--- src/rtl/irq_ctrl_pkg.sv ---
package irq_ctrl_pkg;

    typedef enum logic [1:0] {
        ST_IDLE  = 2'd0,
        ST_OFFER = 2'd1,
        ST_GRANT = 2'd2
    } ctrl_state_t;

endpackage

--- src/rtl/irq_edge_det.sv ---
// Synchroniser followed by a single-direction edge detector.
// Edges are suppressed until the pipeline holds real pin samples.
module irq_edge_det #(
    parameter int SYNC_STAGES = 2
) (
    input  logic clk,
    input  logic rst_n,
    input  logic pin,
    input  logic sel_rise,
    output logic hit
);
    logic [SYNC_STAGES-1:0] sync_q;
    logic                   prev_q;
    logic [SYNC_STAGES:0]   warm_q;
    logic                   lvl;

    assign lvl = sync_q[SYNC_STAGES-1];

    always_ff @(posedge clk or negedge rst_n) begin
        if (!rst_n) begin
            sync_q <= '0;
            prev_q <= 1'b0;
            warm_q <= '0;
        end else begin
            sync_q <= {sync_q[SYNC_STAGES-2:0], pin};
            prev_q <= lvl;
            warm_q <= {warm_q[SYNC_STAGES-1:0], 1'b1};
        end
    end

    always_comb begin
        if (!warm_q[SYNC_STAGES])
            hit = 1'b0;
        else if (sel_rise)
            hit = lvl & ~prev_q;
        else
            hit = ~lvl & prev_q;
    end
endmodule

--- src/rtl/irq_flag_bank.sv ---
// Sticky request flags; a set in the same cycle as a clear wins.
module irq_flag_bank #(
    parameter int N = 4
) (
    input  logic         clk,
    input  logic         rst_n,
    input  logic [N-1:0] set_i,
    input  logic [N-1:0] clr_i,
    output logic [N-1:0] flags_o
);
    always_ff @(posedge clk or negedge rst_n) begin
        if (!rst_n)
            flags_o <= '0;
        else
            flags_o <= set_i | (flags_o & ~clr_i);
    end
endmodule

--- src/rtl/irq_prio_enc.sv ---
// Fixed-priority selection: non-maskable first, then line 0 up to line N-1.
module irq_prio_enc #(
    parameter int N            = 4,
    parameter int VEC_W        = 4,
    parameter int NMI_VEC      = 7,
    parameter int IRQ_VEC_BASE = 8
) (
    input  logic             nmi_pend,
    input  logic [N-1:0]     irq_pend,
    output logic             any_o,
    output logic [VEC_W-1:0] vec_o
);
    localparam logic [VEC_W-1:0] NMI_CODE = VEC_W'(NMI_VEC);

    always_comb begin
        any_o = nmi_pend | (|irq_pend);
        vec_o = '0;
        for (int i = N - 1; i >= 0; i--) begin
            if (irq_pend[i])
                vec_o = VEC_W'(IRQ_VEC_BASE + i);
        end
        if (nmi_pend)
            vec_o = NMI_CODE;
    end
endmodule

--- src/rtl/ext_irq_ctrl.sv ---
module ext_irq_ctrl
    import irq_ctrl_pkg::*;
#(
    parameter int N_IRQ        = 4,
    parameter int SYNC_STAGES  = 2,
    parameter int VEC_W        = 4,
    parameter int NMI_VEC      = 7,
    parameter int IRQ_VEC_BASE = 8
) (
    input  logic             clk,
    input  logic             rst_n,
    input  logic             nmi_pin,
    input  logic [N_IRQ-1:0] irq_pin,
    input  logic [N_IRQ-1:0] edge_rise,
    input  logic [N_IRQ-1:0] pin_func_en,
    input  logic [N_IRQ-1:0] irq_en,
    input  logic             gmask,
    input  logic             int_ack,
    input  logic [N_IRQ-1:0] flag_clr,
    output logic             int_req,
    output logic [VEC_W-1:0] int_vec,
    output logic             set_mask,
    output logic [N_IRQ-1:0] irq_flags
);
    localparam logic [VEC_W-1:0] NMI_CODE = VEC_W'(NMI_VEC);

    logic [N_IRQ-1:0] irq_hit;
    logic [N_IRQ-1:0] irq_set;
    logic [N_IRQ-1:0] irq_pend;
    logic             nmi_hit;
    logic [0:0]       nmi_flag;
    logic             nmi_clr;
    logic             pend_any;
    logic [VEC_W-1:0] pend_vec;
    logic [VEC_W-1:0] vec_q;

    ctrl_state_t state_q, state_d;

    // Edge detection per maskable line
    for (genvar g = 0; g < N_IRQ; g++) begin : g_line
        irq_edge_det #(.SYNC_STAGES(SYNC_STAGES)) u_det (
            .clk      (clk),
            .rst_n    (rst_n),
            .pin      (irq_pin[g]),
            .sel_rise (edge_rise[g]),
            .hit      (irq_hit[g])
        );
    end

    irq_edge_det #(.SYNC_STAGES(SYNC_STAGES)) u_nmi_det (
        .clk      (clk),
        .rst_n    (rst_n),
        .pin      (nmi_pin),
        .sel_rise (1'b0),
        .hit      (nmi_hit)
    );

    assign irq_set = irq_hit & pin_func_en;

    irq_flag_bank #(.N(N_IRQ)) u_irq_flags (
        .clk     (clk),
        .rst_n   (rst_n),
        .set_i   (irq_set),
        .clr_i   (flag_clr),
        .flags_o (irq_flags)
    );

    irq_flag_bank #(.N(1)) u_nmi_flag (
        .clk     (clk),
        .rst_n   (rst_n),
        .set_i   (nmi_hit),
        .clr_i   (nmi_clr),
        .flags_o (nmi_flag)
    );

    assign irq_pend = irq_flags & irq_en & {N_IRQ{~gmask}};

    irq_prio_enc #(
        .N            (N_IRQ),
        .VEC_W        (VEC_W),
        .NMI_VEC      (NMI_VEC),
        .IRQ_VEC_BASE (IRQ_VEC_BASE)
    ) u_prio (
        .nmi_pend (nmi_flag[0]),
        .irq_pend (irq_pend),
        .any_o    (pend_any),
        .vec_o    (pend_vec)
    );

    // State register and latched vector
    always_ff @(posedge clk or negedge rst_n) begin
        if (!rst_n) begin
            state_q <= ST_IDLE;
            vec_q   <= '0;
        end else begin
            state_q <= state_d;
            if (state_q == ST_IDLE && pend_any)
                vec_q <= pend_vec;
        end
    end

    // Next state
    always_comb begin
        state_d = state_q;
        unique case (state_q)
            ST_IDLE:  if (pend_any) state_d = ST_OFFER;
            ST_OFFER: if (int_ack)  state_d = ST_GRANT;
            ST_GRANT: state_d = ST_IDLE;
            default:  state_d = ST_IDLE;
        endcase
    end

    // Outputs
    always_comb begin
        int_req  = 1'b0;
        set_mask = 1'b0;
        nmi_clr  = 1'b0;
        unique case (state_q)
            ST_IDLE: ;
            ST_OFFER: begin
                int_req = 1'b1;
                nmi_clr = int_ack && (vec_q == NMI_CODE);
            end
            ST_GRANT: set_mask = 1'b1;
            default: ;
        endcase
    end

    assign int_vec = vec_q;
endmodule

--- config.mk ---
export PLATFORM = sky130hd
export DESIGN_NAME = ext_irq_ctrl
export DESIGN_NICKNAME = d
export VERILOG_FILES = /design/src/rtl/irq_ctrl_pkg.sv /design/src/rtl/irq_edge_det.sv /design/src/rtl/irq_flag_bank.sv /design/src/rtl/irq_prio_enc.sv /design/src/rtl/ext_irq_ctrl.sv
export SDC_FILE = /design/constraint.sdc
export NUM_CORES = 1
export LEC_CHECK = 0
export CORE_ASPECT_RATIO = 0.8
export CORE_MARGIN = 2
export CORE_UTILIZATION = 58
export CTS_CLUSTER_DIAMETER = 120
export DETAILED_ROUTE_END_ITERATION = 8
export DONT_BUFFER_PORTS = 1
export PLACE_DENSITY = 0.7
export SLEW_MARGIN = 20
export SYNTH_ARGS = -nofsm -noshare
export SYNTH_HDL_FRONTEND = slang
export SYNTH_SLANG_ARGS = --single-unit
export TNS_END_PERCENT = 1
--- constraint.sdc ---
create_clock -name clk -period 1.8 [get_ports clk]
set_input_delay 0.36 -clock clk [delete_from_list [all_inputs] [get_ports clk]]
set_output_delay 0.36 -clock clk [all_outputs]
set_load 0.02 [all_outputs]
# Yosys cells after proc, flatten, opt, wreduce, memory -nomap -nowiden
# Index checks and enable logic that the tools add are counted.
# W data, S select, Z words.
# totals
in_bits	25
out_inout_bits	10
ff_bits	41
# classes
n_bitwise	29
mux	20
eq_ne	5
n_reduce_logical	5
# ops
cell	count
$mux W4	5
$and A4 B4 Y4	4
$mux W1	12
$not A1 Y1	11
$and A1 B1 Y1	10
$eq A4 B3 Y1 const B	1
$mux W2	2
$ne A2 B2 Y1 const B	2
$not A4 Y4	1
$or A4 B4 Y4	1
$pmux W2 S2	1
$reduce_or A4 Y1	1
$eq A2 B1 Y1 const B	1
$eq A2 B2 Y1 const B	1
$logic_and A1 B1 Y1	2
$logic_not A2 Y1	1
$or A1 B1 Y1	2
$reduce_and A2 Y1	1

# Logic depth before layout (Yosys ltp)
# Gate-level depths: netlist of the first run.
# logic_depth
word_depth	7
mapped_depth	3

# Modules after synthesis
# Synthesis of the first run repeated with hierarchy kept, for this count alone.
# unflattened
cells_unflattened	106
area_unflattened_um2	1452.6
# by_module_without_submodules
module	cells_per_inst	area_each_um2	n_inst
irq_edge_det	10	177.7	5
ext_irq_ctrl	31	321.6	1
irq_flag_bank (u_irq_flags)	12	145.1	1
irq_prio_enc	10	61.3	1
irq_flag_bank (u_nmi_flag)	3	36.3	1

# Least setup slack after synthesis of the first run
# OpenSTA, ideal clock, no wires.
# synth_timing
path_type	register -> output
from	reg state_q[0]
to	out int_req
arrival_ps	789
stages_incl_launch_ff	2
slack_ps	651
required_ps	1440
path_buffers	0
cell_sequence	dfrtp_1 -> nor2b_1
# synth_between
elab_chain_cells	2
# synth_rtl
element	line_no	source
start: declaration	ext_irq_ctrl.sv:37	ctrl_state_t state_q, state_d;
start signal: assignment	ext_irq_ctrl.sv:96	state_q <= state_d;
$eq A2 B1 Y1	ext_irq_ctrl.sv:118	unique case (state_q)
$mux W1	ext_irq_ctrl.sv:118	
end: declaration	ext_irq_ctrl.sv:20	output logic int_req,
# Every way passes these cells.

# Worst setup path in the final report of the first run
# Same ends and word-level chain as after synthesis.

==> out/metrics.yaml, run 1 <==
die_w_um: 51.5
synth_ff_type: "dfrtp_1"
first_pass_iters: 4
synth.ff_latch_count: 29
cts_made_buffers: 5
r2r-start: "u_irq_flags.flags_o[3]"
multi_input_area_sq_um: 292
p_leak_nw: 0.522
status: "finished clean"
cts_tree: "built"
p_comb_share_pct: 16.5
placedCellCount: 102
path_delay_family: "flip-flops"
synth_cell_types: 27
layout-drive-gt1-share_pct: 15.6
hp-class: "in2reg"
vias: 648
gp_congestion: 0.748
worst-path-stages: 1
ys_warn_count: 0
placed_area_sq_um: 1070
cts_hold_buffers: 2
totalWireLength_mm: 1.68
ant_nets: 0
detail_route.vias_per_cell: 5.79
cellInternalPower_mw: 1.05
io_buffers: 0
setup_slack_ns: 0.266
coreArea_sq_um: 1660
synthCells: 80
antenna_cells: 0
pwr_density_cell_nw_per_um2: 1330
register_area_sq_um: 726
ir_drop_mv: 0.775
syn_area_per_cell_sq_um: 13.1
hpwl_mm: 1.26
fmax_ghz: 0.652
synth.top_cell.area_share_pct: 69.3
fillCellCount: 119
syn-num-nets: 105
maxCapViolations: 0
hold_start: "nmi_pin"
setup_viol: 0
cp_max_fo: 8
synth-edff-count: 0
grt_max_degree: 30
rr_endpoint: "int_vec[1]"
track_usage_pct: 18.7
initial_core_util_pct: 63.1
cts_max_path_buffers: 2
power.total_mw: 1.55
pre_cts_ws_ns: 0.597
fin_setup_tns_ns: 0
grt_setup_unrepaired: "false"
worstSkewPairLatency_ns: 0.32
sw_frac_of_total_pct: 32.1
min_period_over_period_pct: 85.2
root_buffer: "clkbuf_4"
grt_pass1_wl_mm: 2.75
ctsHtreeMaxLevel: 2
crit_arrival_ns: 1.17
drv_slew: 0
crit_path_cell_trace: "nor2b_1"
cp_data_required_time_ns: 1.44
cp-end-kind: "output port"
fin_cells: 112
skew_ns: 0.00415
drt-initial-drc-count: 11
antenna_found_initial: 0
yosys-top-cells-area: "dfrtp_1 69%, a32o_1 2.9%, inv_1 2.9%"
critical_path_class: "reg2out"
io_pins: 35
grt-ovfl-total: 0
critPathSlowestCell: "dfrtp_1"
postCtsSetupBuffers: 0
hold_ws_ns: 0.0581
synth_seq_area_share_pct: 69.3
start_kind: "flop"
crit_buf_inv: 0
hold_end: "u_nmi_det.sync_q[0]"
die_area_sq_um: 2160
cts_resized: 0
final_area_sq_um: 1170
ys_async_sr_fraction_pct: 100
hold_depth: 0
finalHoldViolCount: 0
finish.utilization_pct: 70.5
routedWlPerCell_um: 15.0
pwr-share-clk_pct: 26.5
p_switching_uw: 498
synth_area_sq_um: 1050
regToRegSetupSlack_ns: 0.58
cts.sinks: 29
fp.dieH_um: 42.0
grt_pass1_vias: 636
rows: 13
syn_to_final_growth_pct: 11.7
fin_crit_ns: 1.53
rr_worst_depth: 3
cpPeakStageDelay_ns: 0.47
sequentialPowerShare_pct: 57.0
synth_area_leader_cell: "dfrtp_1"
clkTransAtPathRegs_ns: 0.09
fin_nets: 114
drc_errors: 0
[final cells by class]
class,instances,area share (%)
clock buffers,6,4.39
clock inverters,2,1.18
inverters,8,2.57
multi-input cells,43,24.9
flip-flops and latches,29,62.0
well taps,22,2.35
repair buffers,2,2.57
[worst max path at each step]
stage | from | endpoint | slack (ns)
2_1_floorplan | state_q[0] | int_req | 0.65
3_3_place_gp | state_q[0] | int_req | 0.62
3_5_place_dp | u_irq_flags.flags_o[3] | state_q[0] | 0.60
4_1_cts | state_q[0] | int_req | 0.25
5_1_grt | state_q[0] | int_req | 0.19
6_report | state_q[0] | int_req | 0.27
[synth_stat cells (2+ instances only)]
cell type and count:
a21oi_1 2, a22o_1 2, a32o_1 3, dfrtp_1 29
inv_1 8, nand2_1 6, nand2b_1 3, nor2_1 3
nor2b_1 2, o21ai_0 2, o22ai_1 4
[state kept, by name (all words and copies together), names as in the netlist]
signal	cells
g_line.u_det.prev_q	4
g_line.u_det.sync_q	8
g_line.u_det.warm_q	1
int_vec	4
state_q	2
u_irq_flags.flags_o	4
u_nmi_det.prev_q	1
u_nmi_det.sync_q	2
u_nmi_det.warm_q	2
u_nmi_flag.flags_o	1
[metal layers]
layer	GRT usage [%]	vias up	part of all wire (%)	routed length [um]
li1	-	300	-	-
met1	22.5	313	43	722
met2	27.9	31	46	780
met3	9.64	4	9.6	162
met4	8.42	0	1.0	17
met5	0	-	0	0
[logic make-up after synthesis]
logic type | share of synthesized area (%)
flip-flops | 69.3
buffers and inverters | 2.87
AND/OR/NAND/NOR | 12.2
AO/OA/AOI/OAI | 15.3
other | 0.358
[cell usage in the layout (no fill, tap or decap), drive strengths merged, types with 2 or more instances in the layout]
master	synthesis	routed
nor3b	2	2
o21ai	3	3
dfrtp	29	29
clkbuf	0	6
o22ai	4	4
inv	8	8
nor2b	2	2
a21oi	3	3
nand2	6	6
clkinv	0	2
nor2	3	3
nand2b	3	3
a32o	3	3
a22o	2	2
[power groups by stage]
stage	logic (mW)	registers (mW)	clock network, mW
floorplan	0.212	0.871	0
finish	0.256	0.883	0.411
detailed placement	0.239	0.895	0
global placement	0.235	0.891	0
CTS	0.259	0.883	0.426
global route	0.290	0.898	0.460
Note: power is estimated with default switching activity, not from simulation.
==> inputs of run 2 (changes only) <==
Settings changed: CORE_UTILIZATION 58 to 45, GPL_TIMING_DRIVEN set to 1, PLACE_DENSITY 0.7 to 0.56.
==> run 2 against run 1 <==
Clock skew is 0.0027 ns higher. Register-to-register slack barely moved. Clock power rose by 37%. Die area is 26% higher. Via count is 1.5% higher. Largest power group unchanged. Power increased by 10%. Critical endpoint unchanged. Critical path type unchanged. First-iteration DRC count is 120% higher.
==> out/metrics.yaml, run 2 (same netlist as run 1, synthesis figures left out) <==
grt-ovfl-total: 0
fin_crit_ns: 1.58
mostFrequentLayoutCells: "29 x dfrtp_1, 8 x inv_1, 6 x nand2_1"
drt-initial-drc-count: 24
top_register: "g_line.u_det.sync_q"
ir_drop_mv: 0.801
drc_errors: 0
fp.dieH_um: 47.2
initial_core_util_pct: 48.1
finish.utilization_pct: 55.0
pwr_density_cell_nw_per_um2: 1420
cellInternalPower_mw: 1.19
p_leak_nw: 0.528
largest_register_ffs: 8
io_pins: 35
cts_tree: "built"
fin_nets: 114
hpwl_mm: 1.22
grt_pass1_wl_mm: 3.04
detail_route.vias_per_cell: 5.72
pwr-share-clk_pct: 33.0
antenna_cells: 0
totalWireLength_mm: 1.80
io_buffers: 0
syn_to_final_growth_pct: 14.3
critPathSlowestCell: "dfrtp_1"
rows: 15
grt_setup_unrepaired: "false"
start_kind: "flop"
cts_made_buffers: 5
hp-class: "in2reg"
layout-drive-gt1-share_pct: 15.6
min_period_over_period_pct: 87.6
cts.sinks: 29
die_w_um: 57.9
maxCapViolations: 0
finalHoldViolCount: 0
cp-end-kind: "output port"
p_comb_share_pct: 15.0
clkTransAtPathRegs_ns: 0.09
first_pass_iters: 4
setup_viol: 0
grt_pass1_vias: 663
sequentialPowerShare_pct: 52.0
fin_setup_tns_ns: 0
track_usage_pct: 16.8
cpPeakStageDelay_ns: 0.49
antenna_found_initial: 0
crit_buf_inv: 0
root_buffer: "clkbuf_4"
ant_nets: 0
skew_ns: 0.00685
p_switching_uw: 514
critical_path_class: "reg2out"
cp_data_required_time_ns: 1.44
grt_max_degree: 30
crit_arrival_ns: 1.22
cts_resized: 0
cts_max_path_buffers: 2
worstSkewPairLatency_ns: 0.33
mostFrequentLayoutCell: "dfrtp_1"
fillCellCount: 190
sw_frac_of_total_pct: 30.1
cp_max_fo: 8
die_area_sq_um: 2730
fmax_ghz: 0.634
gp_congestion: 0.724
path_delay_family: "flip-flops"
drv_slew: 0
routedWlPerCell_um: 15.6
vias: 658
postCtsSetupBuffers: 0
ctsHtreeMaxLevel: 2
cts_hold_buffers: 2
crit_path_cell_trace: "nor2b_1"
coreArea_sq_um: 2180
status: "finished clean"
-- run 2: cell types whose count changed in the layout (fill, tap and decap cells not counted) --
cell        before  now
bufinv_16        0    1
clkinvlp_4       0    1
clkinv_2         1    0
clkinv_4         1    0
-- run 2: routing by layer --
layer  up-vias  routed length [um]  part of all wire [%]  track usage [%]
li1        300                   -                     -                -
met1       322                 763                    42             18.4
met2        29                 830                    46             26.6
met3         7                 152                   8.5             7.71
met4         0                  50                   2.8             12.6
met5         -                   0                     0                0
-- run 2: path summary, 6_finish.rpt --
kind	startpoint	to	slack, ns	cells after the start
setup / recovery	state_q[0]	int_req	0.22	1
setup reg to reg	u_irq_flags.flags_o[0]	state_q[0]	0.58	3
hold reg to reg	u_nmi_det.sync_q[0]	u_nmi_det.sync_q[1]	0.36	0
hold / removal	irq_pin[2]	g_line[2].u_det.sync_q[0]	0.04	0
max in group asynchronous	rst_n	u_irq_flags.flags_o[3]	1.19	2
min in group asynchronous	rst_n	u_nmi_det.warm_q[0]	0.44	2
-- run 2: final cells by class --
class                      instances  area [sq um]  share of cell area, %
clock buffer                       6          51.3                   4.28
clock inverter                     2          37.5                   3.13
inverter                           8          30.0                   2.51
multi-input combinational         43           292                   24.3
sequential                        29           726                   60.6
tap                               25          31.3                   2.61
timing repair buffer               2          30.0                   2.51
-- run 2: worst register-to-register path, cell delays in order, from the launching register on --
cell and delay (ns):
dfrtp_1 0.51, a22o_1 0.28, o21ai_2 0.18, o21ai_0 0.12
-- run 2: power groups by stage --
| stage | Sequential, mW | Combinational, mW | Clock [mW] |
|---|---|---|---|
| 2_1_floorplan | 0.871 | 0.212 | 0 |
| 3_3_place_gp | 0.895 | 0.240 | 0 |
| 3_5_place_dp | 0.899 | 0.238 | 0 |
| 4_1_cts | 0.889 | 0.259 | 0.581 |
| 5_1_grt | 0.901 | 0.289 | 0.612 |
| 6_report | 0.887 | 0.256 | 0.562 |
-- run 2: metrics by stage --
stage	worst slack, ns	instances	total power, mW	hold slack (ns)	cell area, sq um
after floorplan	0.651	80	1.08	0.0644	1050
after global placement	0.623	105	1.14	0.0649	1080
after detailed placement	0.590	105	1.14	0.0648	1080
after CTS	0.204	115	1.73	0.0282	1200
after global routing	0.153	115	1.80	0.0128	1200
final	0.224	115	1.71	0.0443	1200
